<file path="src/rtl/mcp_pkg.sv">
package mcp_pkg;
  // Bit positions of the status nibble in a control word
  localparam int unsigned ST_ON   = 3;
  localparam int unsigned ST_INT  = 2;
  localparam int unsigned ST_DONE = 1;
  localparam int unsigned ST_BUSY = 0;
  localparam int unsigned ST_W    = 4;

  typedef logic [1:0] flag_pair_t;  // {done, busy}
  localparam flag_pair_t FL_IDLE = 2'b00;
  localparam flag_pair_t FL_WAIT = 2'b01;
  localparam flag_pair_t FL_HAVE = 2'b10;
endpackage

</file>
<file path="src/rtl/mcp_rst_sync.sv">
module mcp_rst_sync #(
  parameter int unsigned STAGES = 2
) (
  input  logic clk,
  input  logic rst_n,
  output logic rst_sync_n
);
  logic [STAGES-1:0] sh_q;

  always_ff @(posedge clk or negedge rst_n) begin
    if (!rst_n) sh_q <= '0;
    else        sh_q <= {sh_q[STAGES-2:0], 1'b1};
  end

  assign rst_sync_n = sh_q[STAGES-1];
endmodule

</file>
<file path="src/rtl/mcp_rx_chan.sv">
module mcp_rx_chan
  import mcp_pkg::*;
#(
  parameter int unsigned CHAR_W = 8
) (
  input  logic              clk,
  input  logic              rst_n,
  input  logic              ctl_we,
  input  logic              ctl_on,
  input  logic              ctl_int,
  input  logic              data_re,
  input  logic              in_valid,
  input  logic [CHAR_W-1:0] in_char,
  output logic [ST_W-1:0]   stat,
  output logic [CHAR_W-1:0] char_q
);
  logic       on_q, on_d, int_q, int_d;
  flag_pair_t fl_q, fl_d;
  logic [CHAR_W-1:0] char_d;
  logic       cap_en;

  always_comb begin
    on_d   = on_q;
    int_d  = int_q;
    fl_d   = fl_q;
    cap_en = 1'b0;
    if (ctl_we) begin
      on_d  = ctl_on;
      int_d = ctl_int;
      if (!ctl_on)    fl_d = FL_IDLE;
      else if (!on_q) fl_d = FL_WAIT;
    end
    if (on_q && on_d && data_re && fl_q[1]) fl_d = FL_WAIT;
    if (on_q && on_d && in_valid) begin
      fl_d   = FL_HAVE;
      cap_en = 1'b1;
    end
  end

  assign char_d = cap_en ? in_char : char_q;

  always_ff @(posedge clk or negedge rst_n) begin
    if (!rst_n) begin
      on_q   <= 1'b0;
      int_q  <= 1'b0;
      fl_q   <= FL_IDLE;
      char_q <= '0;
    end else begin
      on_q  <= on_d;
      int_q <= int_d;
      fl_q  <= fl_d;
      if (cap_en) char_q <= char_d;
    end
  end

  assign stat = {on_q, int_q, fl_q};
endmodule

</file>
<file path="src/rtl/mcp_tx_chan.sv">
module mcp_tx_chan
  import mcp_pkg::*;
#(
  parameter int unsigned CHAR_W = 8
) (
  input  logic              clk,
  input  logic              rst_n,
  input  logic              ctl_we,
  input  logic              ctl_on,
  input  logic              ctl_int,
  input  logic              data_we,
  input  logic [CHAR_W-1:0] wchar,
  input  logic              dev_ready,
  output logic [ST_W-1:0]   stat,
  output logic [CHAR_W-1:0] char_q,
  output logic              dev_valid
);
  logic       on_q, on_d, int_q, int_d;
  flag_pair_t fl_q, fl_d;
  logic       load_en;

  always_comb begin
    on_d    = on_q;
    int_d   = int_q;
    fl_d    = fl_q;
    load_en = 1'b0;
    if (ctl_we) begin
      on_d  = ctl_on;
      int_d = ctl_int;
      if (!ctl_on)    fl_d = FL_IDLE;
      else if (!on_q) fl_d = FL_HAVE;
    end
    if (on_q && on_d && data_we && fl_q[1]) begin
      fl_d    = FL_WAIT;
      load_en = 1'b1;
    end else if (on_q && on_d && fl_q[0] && dev_ready) begin
      fl_d = FL_HAVE;
    end
  end

  always_ff @(posedge clk or negedge rst_n) begin
    if (!rst_n) begin
      on_q   <= 1'b0;
      int_q  <= 1'b0;
      fl_q   <= FL_IDLE;
      char_q <= '0;
    end else begin
      on_q  <= on_d;
      int_q <= int_d;
      fl_q  <= fl_d;
      if (load_en) char_q <= wchar;
    end
  end

  assign stat      = {on_q, int_q, fl_q};
  assign dev_valid = fl_q[0];
endmodule

</file>
<file path="src/rtl/mmio_char_port.sv">
module mmio_char_port
  import mcp_pkg::*;
#(
  parameter int unsigned ADDR_W = 12,
  parameter int unsigned DATA_W = 16,
  parameter int unsigned CHAR_W = 8
) (
  input  logic              clk,
  input  logic              rst_n,
  input  logic [ADDR_W-1:0] bus_addr,
  input  logic              bus_wr,
  input  logic              bus_rd,
  input  logic [DATA_W-1:0] bus_wdata,
  output logic [DATA_W-1:0] bus_rdata,
  input  logic              rx_valid,
  input  logic [CHAR_W-1:0] rx_char,
  output logic              tx_valid,
  output logic [CHAR_W-1:0] tx_char,
  input  logic              tx_ready
);
  localparam logic [ADDR_W-1:0] A_TOP = {ADDR_W{1'b1}};
  localparam logic [ADDR_W-1:0] A_RXD = A_TOP - ADDR_W'(3);
  localparam logic [ADDR_W-1:0] A_RXC = A_TOP - ADDR_W'(2);
  localparam logic [ADDR_W-1:0] A_TXD = A_TOP - ADDR_W'(1);
  localparam logic [ADDR_W-1:0] A_TXC = A_TOP;

  logic rst_s_n;
  logic sel_rxd, sel_rxc, sel_txd, sel_txc;
  logic [ST_W-1:0]   rx_stat, tx_stat;
  logic [CHAR_W-1:0] rx_data;
  logic unused_wbits;

  mcp_rst_sync #(.STAGES(2)) u_rst (
    .clk(clk), .rst_n(rst_n), .rst_sync_n(rst_s_n)
  );

  assign sel_rxd = (bus_addr == A_RXD);
  assign sel_rxc = (bus_addr == A_RXC);
  assign sel_txd = (bus_addr == A_TXD);
  assign sel_txc = (bus_addr == A_TXC);

  mcp_rx_chan #(.CHAR_W(CHAR_W)) u_rx (
    .clk(clk), .rst_n(rst_s_n),
    .ctl_we(bus_wr && sel_rxc),
    .ctl_on(bus_wdata[ST_ON]), .ctl_int(bus_wdata[ST_INT]),
    .data_re(bus_rd && sel_rxd),
    .in_valid(rx_valid), .in_char(rx_char),
    .stat(rx_stat), .char_q(rx_data)
  );

  mcp_tx_chan #(.CHAR_W(CHAR_W)) u_tx (
    .clk(clk), .rst_n(rst_s_n),
    .ctl_we(bus_wr && sel_txc),
    .ctl_on(bus_wdata[ST_ON]), .ctl_int(bus_wdata[ST_INT]),
    .data_we(bus_wr && sel_txd),
    .wchar(bus_wdata[CHAR_W-1:0]),
    .dev_ready(tx_ready),
    .stat(tx_stat), .char_q(tx_char), .dev_valid(tx_valid)
  );

  always_comb begin
    bus_rdata = '0;
    unique case (1'b1)
      sel_rxd: bus_rdata = {{(DATA_W-CHAR_W){1'b0}}, rx_data};
      sel_rxc: bus_rdata = {{(DATA_W-ST_W){1'b0}}, rx_stat};
      sel_txd: bus_rdata = {{(DATA_W-CHAR_W){1'b0}}, tx_char};
      sel_txc: bus_rdata = {{(DATA_W-ST_W){1'b0}}, tx_stat};
      default: bus_rdata = '0;
    endcase
  end

  assign unused_wbits = ^bus_wdata[DATA_W-1:CHAR_W];
endmodule

</file>
<file path="config.mk">
export PLATFORM = sky130hd
export DESIGN_NAME = mmio_char_port
export DESIGN_NICKNAME = d
export VERILOG_FILES = /design/src/rtl/mcp_pkg.sv /design/src/rtl/mcp_rst_sync.sv /design/src/rtl/mcp_rx_chan.sv /design/src/rtl/mcp_tx_chan.sv /design/src/rtl/mmio_char_port.sv
export SDC_FILE = /design/constraint.sdc
export NUM_CORES = 1
export LEC_CHECK = 0
export BUFFER_PORTS_ARGS = -buffer_cell sky130_fd_sc_hd__buf_4
export CAP_MARGIN = 30
export CORE_ASPECT_RATIO = 0.7
export CORE_MARGIN = 2
export CORE_UTILIZATION = 45
export CTS_CLUSTER_SIZE = 24
export DETAILED_ROUTE_END_ITERATION = 10
export PLACE_DENSITY = 0.75
export SKIP_CTS_REPAIR_TIMING = 1
export SLEW_MARGIN = 10
export SYNTH_ARGS = -nofsm -noshare
export SYNTH_HDL_FRONTEND = slang
export SYNTH_SLANG_ARGS = --single-unit
</file>
<file path="constraint.sdc">
create_clock -name clk -period 3.8 [get_ports clk]
set_input_delay 1.14 -clock clk [delete_from_list [all_inputs] [get_ports clk]]
set_output_delay 1.14 -clock clk [all_outputs]
set_load 0.01 [all_outputs]
</file>
==> results of run 1 <==
==> synthesized netlist by cell type <==
library cell and n:
sky130_fd_sc_hd__a2111oi_0 1, sky130_fd_sc_hd__a21boi_0 1, sky130_fd_sc_hd__a21oi_1 3, sky130_fd_sc_hd__and2_1 1, sky130_fd_sc_hd__and4b_1 1, sky130_fd_sc_hd__buf_1 2, sky130_fd_sc_hd__buf_4 8, sky130_fd_sc_hd__buf_6 1
sky130_fd_sc_hd__clkbuf_1 2, sky130_fd_sc_hd__conb_1 2, sky130_fd_sc_hd__dfrtp_1 26, sky130_fd_sc_hd__mux2_2 12, sky130_fd_sc_hd__mux2_4 8, sky130_fd_sc_hd__mux2i_1 4, sky130_fd_sc_hd__mux4_2 4, sky130_fd_sc_hd__nand2_1 4
sky130_fd_sc_hd__nand2b_1 1, sky130_fd_sc_hd__nand3_1 1, sky130_fd_sc_hd__nand4_1 1, sky130_fd_sc_hd__nand4_2 1, sky130_fd_sc_hd__nand4b_1 1, sky130_fd_sc_hd__nor2_1 3, sky130_fd_sc_hd__nor2b_1 6, sky130_fd_sc_hd__nor3_1 6
sky130_fd_sc_hd__nor4_1 5, sky130_fd_sc_hd__o211ai_1 1, sky130_fd_sc_hd__o21ai_0 2, sky130_fd_sc_hd__o221a_2 1, sky130_fd_sc_hd__o311a_1 1, sky130_fd_sc_hd__o41a_1 1, sky130_fd_sc_hd__or3_1 2
==> power groups by stage <==
stage	Combinational [mW]	Clock, mW	Sequential [mW]
finish	0.0585	0.174	0.288
global placement	0.0523	0	0.296
CTS	0.0540	0.180	0.291
global route	0.0643	0.195	0.289
floorplan	0.0285	0	0.293
detailed placement	0.0538	0	0.297
==> worst max path at each step <==
stage | startpoint | end | slack [ns]
after detailed placement | bus_addr[9] | bus_rdata[7] | 0.27
after CTS | bus_addr[9] | bus_rdata[7] | 0.27
after global placement | bus_addr[9] | bus_rdata[6] | 0.30
after floorplan | bus_addr[1] | bus_rdata[0] | 0.44
final | bus_addr[9] | bus_rdata[7] | 0.24
after global routing | bus_addr[9] | bus_rdata[7] | 0.21
==> worst reg2reg max path: cells and delay by family, from the launching register on <==
kind	cells	cell delay [ns]
multiplexers	1	0.38
flip-flops	1	0.42
AND/OR/NAND/NOR	3	0.86
==> through the flow <==
| step | std cells | worst slack, ns |
|---|---|---|
| CTS | 198 | 0.275 |
| detailed placement | 194 | 0.274 |
| floorplan | 120 | 0.439 |
| global placement | 194 | 0.302 |
| finish | 199 | 0.243 |
| global route | 199 | 0.206 |
==> routing by layer <==
metal / vias up / GRT usage, % / part of all wire, %
met5: - / 0 / 0
met4: 0 / 1.89 / 0.22
met3: 2 / 5.62 / 7.9
met2: 44 / 28.0 / 47
met1: 542 / 26.6 / 45
li1: 500 / - / -
==> flip-flops by register name, indices dropped and copies added (netlist names), 2 cells and up <==
register,count
u_rx.char_q,8
u_rx.fl_q,2
u_rst.sh_q,2
u_tx.char_q,8
u_tx.fl_q,2
==> cell families after synthesis <==
family,count (synthesis)
buf+inv,13
simple gates,33
mux,28
flops,26
compound gates,11
other cells,2
==> placed cells by master (no fill, tap or decap), drive strengths merged <==
cell / instances
a21boi: 1
or3: 2
o221a: 1
conb: 9
nor4: 5
nand3: 1
and4b: 1
a2111oi: 1
o21ai: 2
mux2i: 4
nand2b: 1
mux2: 20
and2: 1
nor2b: 6
o211ai: 1
nor3: 6
mux4: 4
clkbuf: 4
a21oi: 3
nand4b: 1
nor2: 3
dfrtp: 26
o311a: 1
buf: 52
o41a: 1
nand4: 2
nand2: 4
==> cell type report <==
type / count / area share, %
clock buffers: 4 / 2.99
repair buffers: 52 / 21.6
well taps: 36 / 2.45
multi-input cells: 81 / 37.6
flip-flops and latches: 26 / 35.3
==> summary by stage, run 1 <==
Placed design
Buffers placed on the I/O ports in this run total 50. The placed wire-length estimate is 2400 µm. The total placed instance area is 0.00177 mm². Routability-driven placement finished with a final weighted congestion of 0.761.

Run
The max-cap violation count is 0.

Synthesis
The synthesized-area fraction occupied by ao, oa, aoi and oai cells is 5.79%. Synthesis produced a netlist whose cell count is 113. The sequential fraction of the synthesis area is 46.3%. Counting flops and latches in the post-synthesis netlist gives 26.

After Yosys synthesis, and, or, nand and nor cells account for ~14% of the synthesized area. By area the synthesized netlist is led by sky130_fd_sc_hd__dfrtp_1 46%, sky130_fd_sc_hd__mux2_2 9.6%, sky130_fd_sc_hd__mux2_4 8.6%. After synthesis, the largest family of logic cells by area is multiplexers. The count of distinct cell types in the synthesized netlist is 31. The multiplexer fraction of the synthesized cell area is 27.5%.

The xor and xnor fraction of the mapped netlist area is 0%. The synthesized netlist occupies a cell area of 0.00140 mm². The mean instance size in the synthesized netlist is between 10 and 15 µm². The cell type with the highest aggregate area in the netlist is sky130_fd_sc_hd__dfrtp_1. The fraction of post-synthesis cell area in the top cell type by area is 46.3%.

The adder and majority gate portion of the synthesized area is 0%. For this run, the number of Yosys warnings is 0.

STA
The total count of hold-check failures in the final report is 0. The worst pin sits at a relative slew slack of 40.7%. In the final timing run, aggregate negative setup slack is 0 ns. The shortest clock period the worst path allows after layout is 3.56 ns. Across the routed clock network, the largest skew measured is 0.00124 ns. The total count of max-transition violations in the final report is 0. The pin slew with the least headroom to its limit is slightly below 0.9 ns. Hold is met by 0.183 ns. The number of setup violations in the final report is 0. The share of the cycle needed by the critical path after routing is 93.6%. Based on the critical path, the design can be clocked at up to 281 MHz. Setup repair after global routing left no endpoint under its margin.

Setup path
The data arrival time at the worst-slack endpoint is 2.42 ns. The critical path in this run is classified as in2out. The category of the worst setup path capture point is an output port.

The depth of the most critical reg-to-reg path is 4. The delay of the slowest cell on the worst path is 0.60 ns. The critical path contains buffers and inverters numbering 2 combined.

The slowest cell on the critical path is sky130_fd_sc_hd__or3_1. The endpoint of the most critical register-to-register path is u_tx.char_q[5]. The number of cells on the critical path is 5.

The category of the worst setup path launch point is an input pin. The most numerous cell type found on the critical path is sky130_fd_sc_hd__buf_4. Walking the worst path, the cells encountered are buf_4 -> nand4_2 -> or3_1 -> nor3_1 -> buf_4.

The critical path's top delay family is simple AND/OR/NAND/NOR gates. The worst endpoint required time is 2.66 ns. The maximum fanout along the worst path is 11. The setup slack of the worst register-to-register path is between 2 and 2.5 ns. The startpoint of the lowest-slack register-to-register path is u_tx.fl_q[1].

Floorplanning
The initial cell density of the core is 48.7%. The I/O pin count is between 60 and 70. The die is between 50 and 60 µm tall.

In this run the standard cell core region covers roughly 0.0029 mm². The number of core rows is 16. In this run the horizontal extent of the chip is 70.8 µm. The full die area is between 0.003 and 0.004 mm².

Clocking
TritonCTS built the clock tree. The clock net sink count is 26. The number of levels the H-tree was split into is 1. The root buffer selected by CTS is sky130_fd_sc_hd__clkbuf_8. The later-pin clock latency in the skew report is 0.27 ns. Clock-pin slew was measured on the worst setup and hold paths at roughly 0.080 ns. The total CTS buffers is 3. The clock passes through at most 2 buffers.

Power and ir drop
The clock network fraction of total power is 33.4%. The cell-internal power is 0.408 mW. Net switching is a little over a fifth of the power. In this run the static leakage power is 0.905 nW. The total power after layout is 0.520 mW. Registers are responsible for 55.3% of the overall power.

The part of the total power dissipated in combinational logic is 11.2%. Power spread over the standard cell area amounts to about 280 mW/mm². The analysis attributes to net switching a power of about 0.11 mW.

VDD sags by at most roughly 0.00027 V.

Final layout
Cells fill 63.9% of the core in the end. The filler cells instantiated in the layout total 215. The fraction of final layout cells with drive strength greater than 1 is about half.

The combined area of the multi-input logic cells is 693 µm². The layout overhead on the synthesized area is 31.2%. The flip-flop and latch area is 651 µm².

The number of nets in the final layout is approximately 210. The count of inserted antenna diode cells is 0. After routing the design area is 0.00184 mm².

Drt
The detailed-route wire length is 3140 µm. Dividing the detail-routed via count by the number of cells gives roughly 5.5. In the final routed layout, each cell accounts on average for 15.8 µm. Detailed routing inserted a total of 1,088 vias. The number of detailed-routing iterations run before antenna repair is 4.

The number of remaining DRC errors is 0. After the first detailed-routing iteration, the DRC count stood at between 40 and 50. In this run the remaining antenna-violating nets after routing total 0.

Min path
The path class of the tightest hold or removal check is reg2async.

Global routing
In the global route stage, overall resource usage came out at between 10% and 20%. The via count of the first global-routing pass is 1,021. The first global-routing pass estimated 5110 µm of wire. The total overflow left after global routing is 0. The maximum number of pins on one net before global-route repair is 25. The initial antenna violation count is 0.

Outcome
The flow ran to the end, and the final reports show no timing, DRC or antenna violations.
(Power assumes the default switching activity.)
==> run 2: changes to the inputs <==
--- a/config.mk
+++ b/config.mk
@@ -7,7 +7,6 @@
 export LEC_CHECK = 0
 export BUFFER_PORTS_ARGS = -buffer_cell sky130_fd_sc_hd__buf_4
 export CAP_MARGIN = 30
-export CORE_ASPECT_RATIO = 0.7
 export CORE_MARGIN = 2
 export CORE_UTILIZATION = 45
 export CTS_CLUSTER_SIZE = 24
==> summary by stage, run 2 (same netlist as run 1, synthesis figures left out) <==
Drt
In the routed design, unresolved DRC markers number 0. The total via count after detailed routing is roughly 1,100. After detailed routing, the average wire length per cell comes to 16.3 µm. The pre-antenna-repair detailed-routing pass consisted of 5 iterations. The routed via count divided by cell count is between 5 and 6. The routed design has 3190 µm of wire. The number of antenna-violating nets in the routed design is 0. The detailed router finished its first iteration with 27 violations.

Global routing
The via count of the first global-routing pass is roughly 1,100. The initial antenna violation count came to 0. Global routing finished with a remaining overflow of 0. The global-route wire length before repair is between 5000 and 6000 µm. The maximum number of pins on one net before global-route repair is 25. The global-route usage over all layers is 19.3%.

Setup path
The maximum fanout along the worst path is 11. STA puts the critical path data arrival time at between 2 and 2.5 ns. The worst setup path is captured at an output port.

The worst setup path is of the in2out kind. STA puts the critical path data required time at between 2 and 3 ns. The category of the worst setup path launch point is an input pin.

STA
At the pin with the least slew margin, the transition time is slightly below 1 ns. Headroom to the max-slew limit came out at 34.0%. The setup skew after layout is between 0.008 and 0.009 ns. The final setup TNS is 0 ns.

The total count of max-transition violations in the final report came to 0. Setup violations remaining at the end of the flow were counted as 0. Setup repair after global routing left no endpoint under its margin. Dividing the final minimum period by the clock period gives 94.5%. Timing would allow up to 279 MHz. The shortest clock period the worst path allows after layout is 3.59 ns. The total count of hold-check failures in the final report is 0.

Run
The max-cap violation count is 0.

Placed design
At the end of routability-driven placement, the weighted congestion stood at ~0.84. The placed wire-length estimate is 2400 µm. The quantity of I/O buffers inserted on ports is 50. The total placed instance area is 0.00177 mm².

Floorplanning
The die outline height is 59.9 µm. The die is 59.9 µm wide. The full die area is ~0.0036 mm². For this configuration, the core starts out at a cell density of 46.7%.

The I/O pin count is 67. The number of core rows is 20. The floorplan step defined a core boundary enclosing roughly 0.003 mm².

Final layout
The largest registers in the layout are u_rx.char_q: 8 flops, u_tx.char_q: 8 flops. The layout overhead on the synthesized area is 30.7%. In the layout the commonest cells are 51 x sky130_fd_sc_hd__buf_4, 26 x sky130_fd_sc_hd__dfrtp_1, 12 x sky130_fd_sc_hd__mux2_2. The final standard cell utilization of the core is between 60% and 70%.

The post-route cell area is 0.00184 mm². In the final design database the tool counted 206 nets. The most common cell after layout, fill and taps aside is sky130_fd_sc_hd__buf_4. The number of antenna diodes in the final layout is 0. The fraction of final layout cells with drive strength greater than 1 is around half.

Clocking
The tree is rooted in a sky130_fd_sc_hd__clkbuf_4. The post-CTS clock slew at the launch and capture registers of the worst setup and hold paths is 0.14 ns. The number of levels the H-tree was split into is 1. TritonCTS built the clock tree.

In this run, CTS created clock tree buffers numbering 3. The later-pin clock latency in the skew report is 0.32 ns. The clock net sink count is 26.

The maximum count of clock buffers along a single path is 2.

Power and ir drop
The total power divided by cell area is around 290 mW/mm². The total leakage power is about 0.9 nW. The worst IR drop on VDD is 0.000249 V.

Min path
The path class of the tightest hold or removal check is reg2async.

Outcome
The flow ran to the end, and the final reports show no timing, DRC or antenna violations.
[run 2: critical path: stages]
cell	delay, ns
sky130_fd_sc_hd__buf_4	0.08
sky130_fd_sc_hd__nand4_2	0.17
sky130_fd_sc_hd__or3_1	0.59
sky130_fd_sc_hd__nor3_1	0.29
sky130_fd_sc_hd__buf_4	0.17
[run 2: path summary, 6_finish.rpt]
| check | start | to | slack, ns | cells past startpoint |
|---|---|---|---|---|
| worst min-delay path | u_rst.sh_q[1] | u_rx.char_q[4] | 0.23 | 0 |
| min in group clk | u_rst.sh_q[0] | u_rst.sh_q[1] | 0.39 | 0 |
| worst max-delay path | bus_addr[9] | bus_rdata[4] | 0.21 | 5 |
| worst min register to register | u_rst.sh_q[1] | u_rx.char_q[4] | 0.23 | 0 |
| worst max register to register | u_tx.fl_q[1] | u_tx.char_q[0] | 1.99 | 4 |
| max in group asynchronous | u_rst.sh_q[1] | u_rx.on_q | 3.12 | 1 |
[run 2: final cells by class]
class                      instances  area [µm²]
clock buffer                       3        22.5
clock inverter                     1        30.0
fill                             242        1170
multi-input combinational         81         693
sequential                        26         651
tap                               33        41.3
timing repair buffer              52         398
[run 2: stage by stage]
step                setup WS [ns]  hold slack, ns  instances  total power, mW
global route                0.142           0.293        196            0.556
global placement            0.300           0.340        191            0.348
finish                      0.211           0.231        196            0.536
floorplan                   0.439           0.307        120            0.322
CTS                         0.261           0.390        195            0.536
detailed placement          0.265           0.351        191            0.351
[run 2: power by group]
part	internal (mW)	total [mW]	leakage (nW)	switching (mW)
Combinational	0.0338	0.0587	0.519	0.0249
Sequential	0.282	0.288	0.358	0.00632
Clock	0.107	0.189	0.0279	0.0821
[run 2: metal layers]
metal  global-route usage (%)  up-vias  wire, µm
li1                         -      506         -
met1                     25.1      561      1280
met2                     32.6       33      1730
met3                     4.98        4       133
met4                     3.81        0        39
met5                        0        -         0
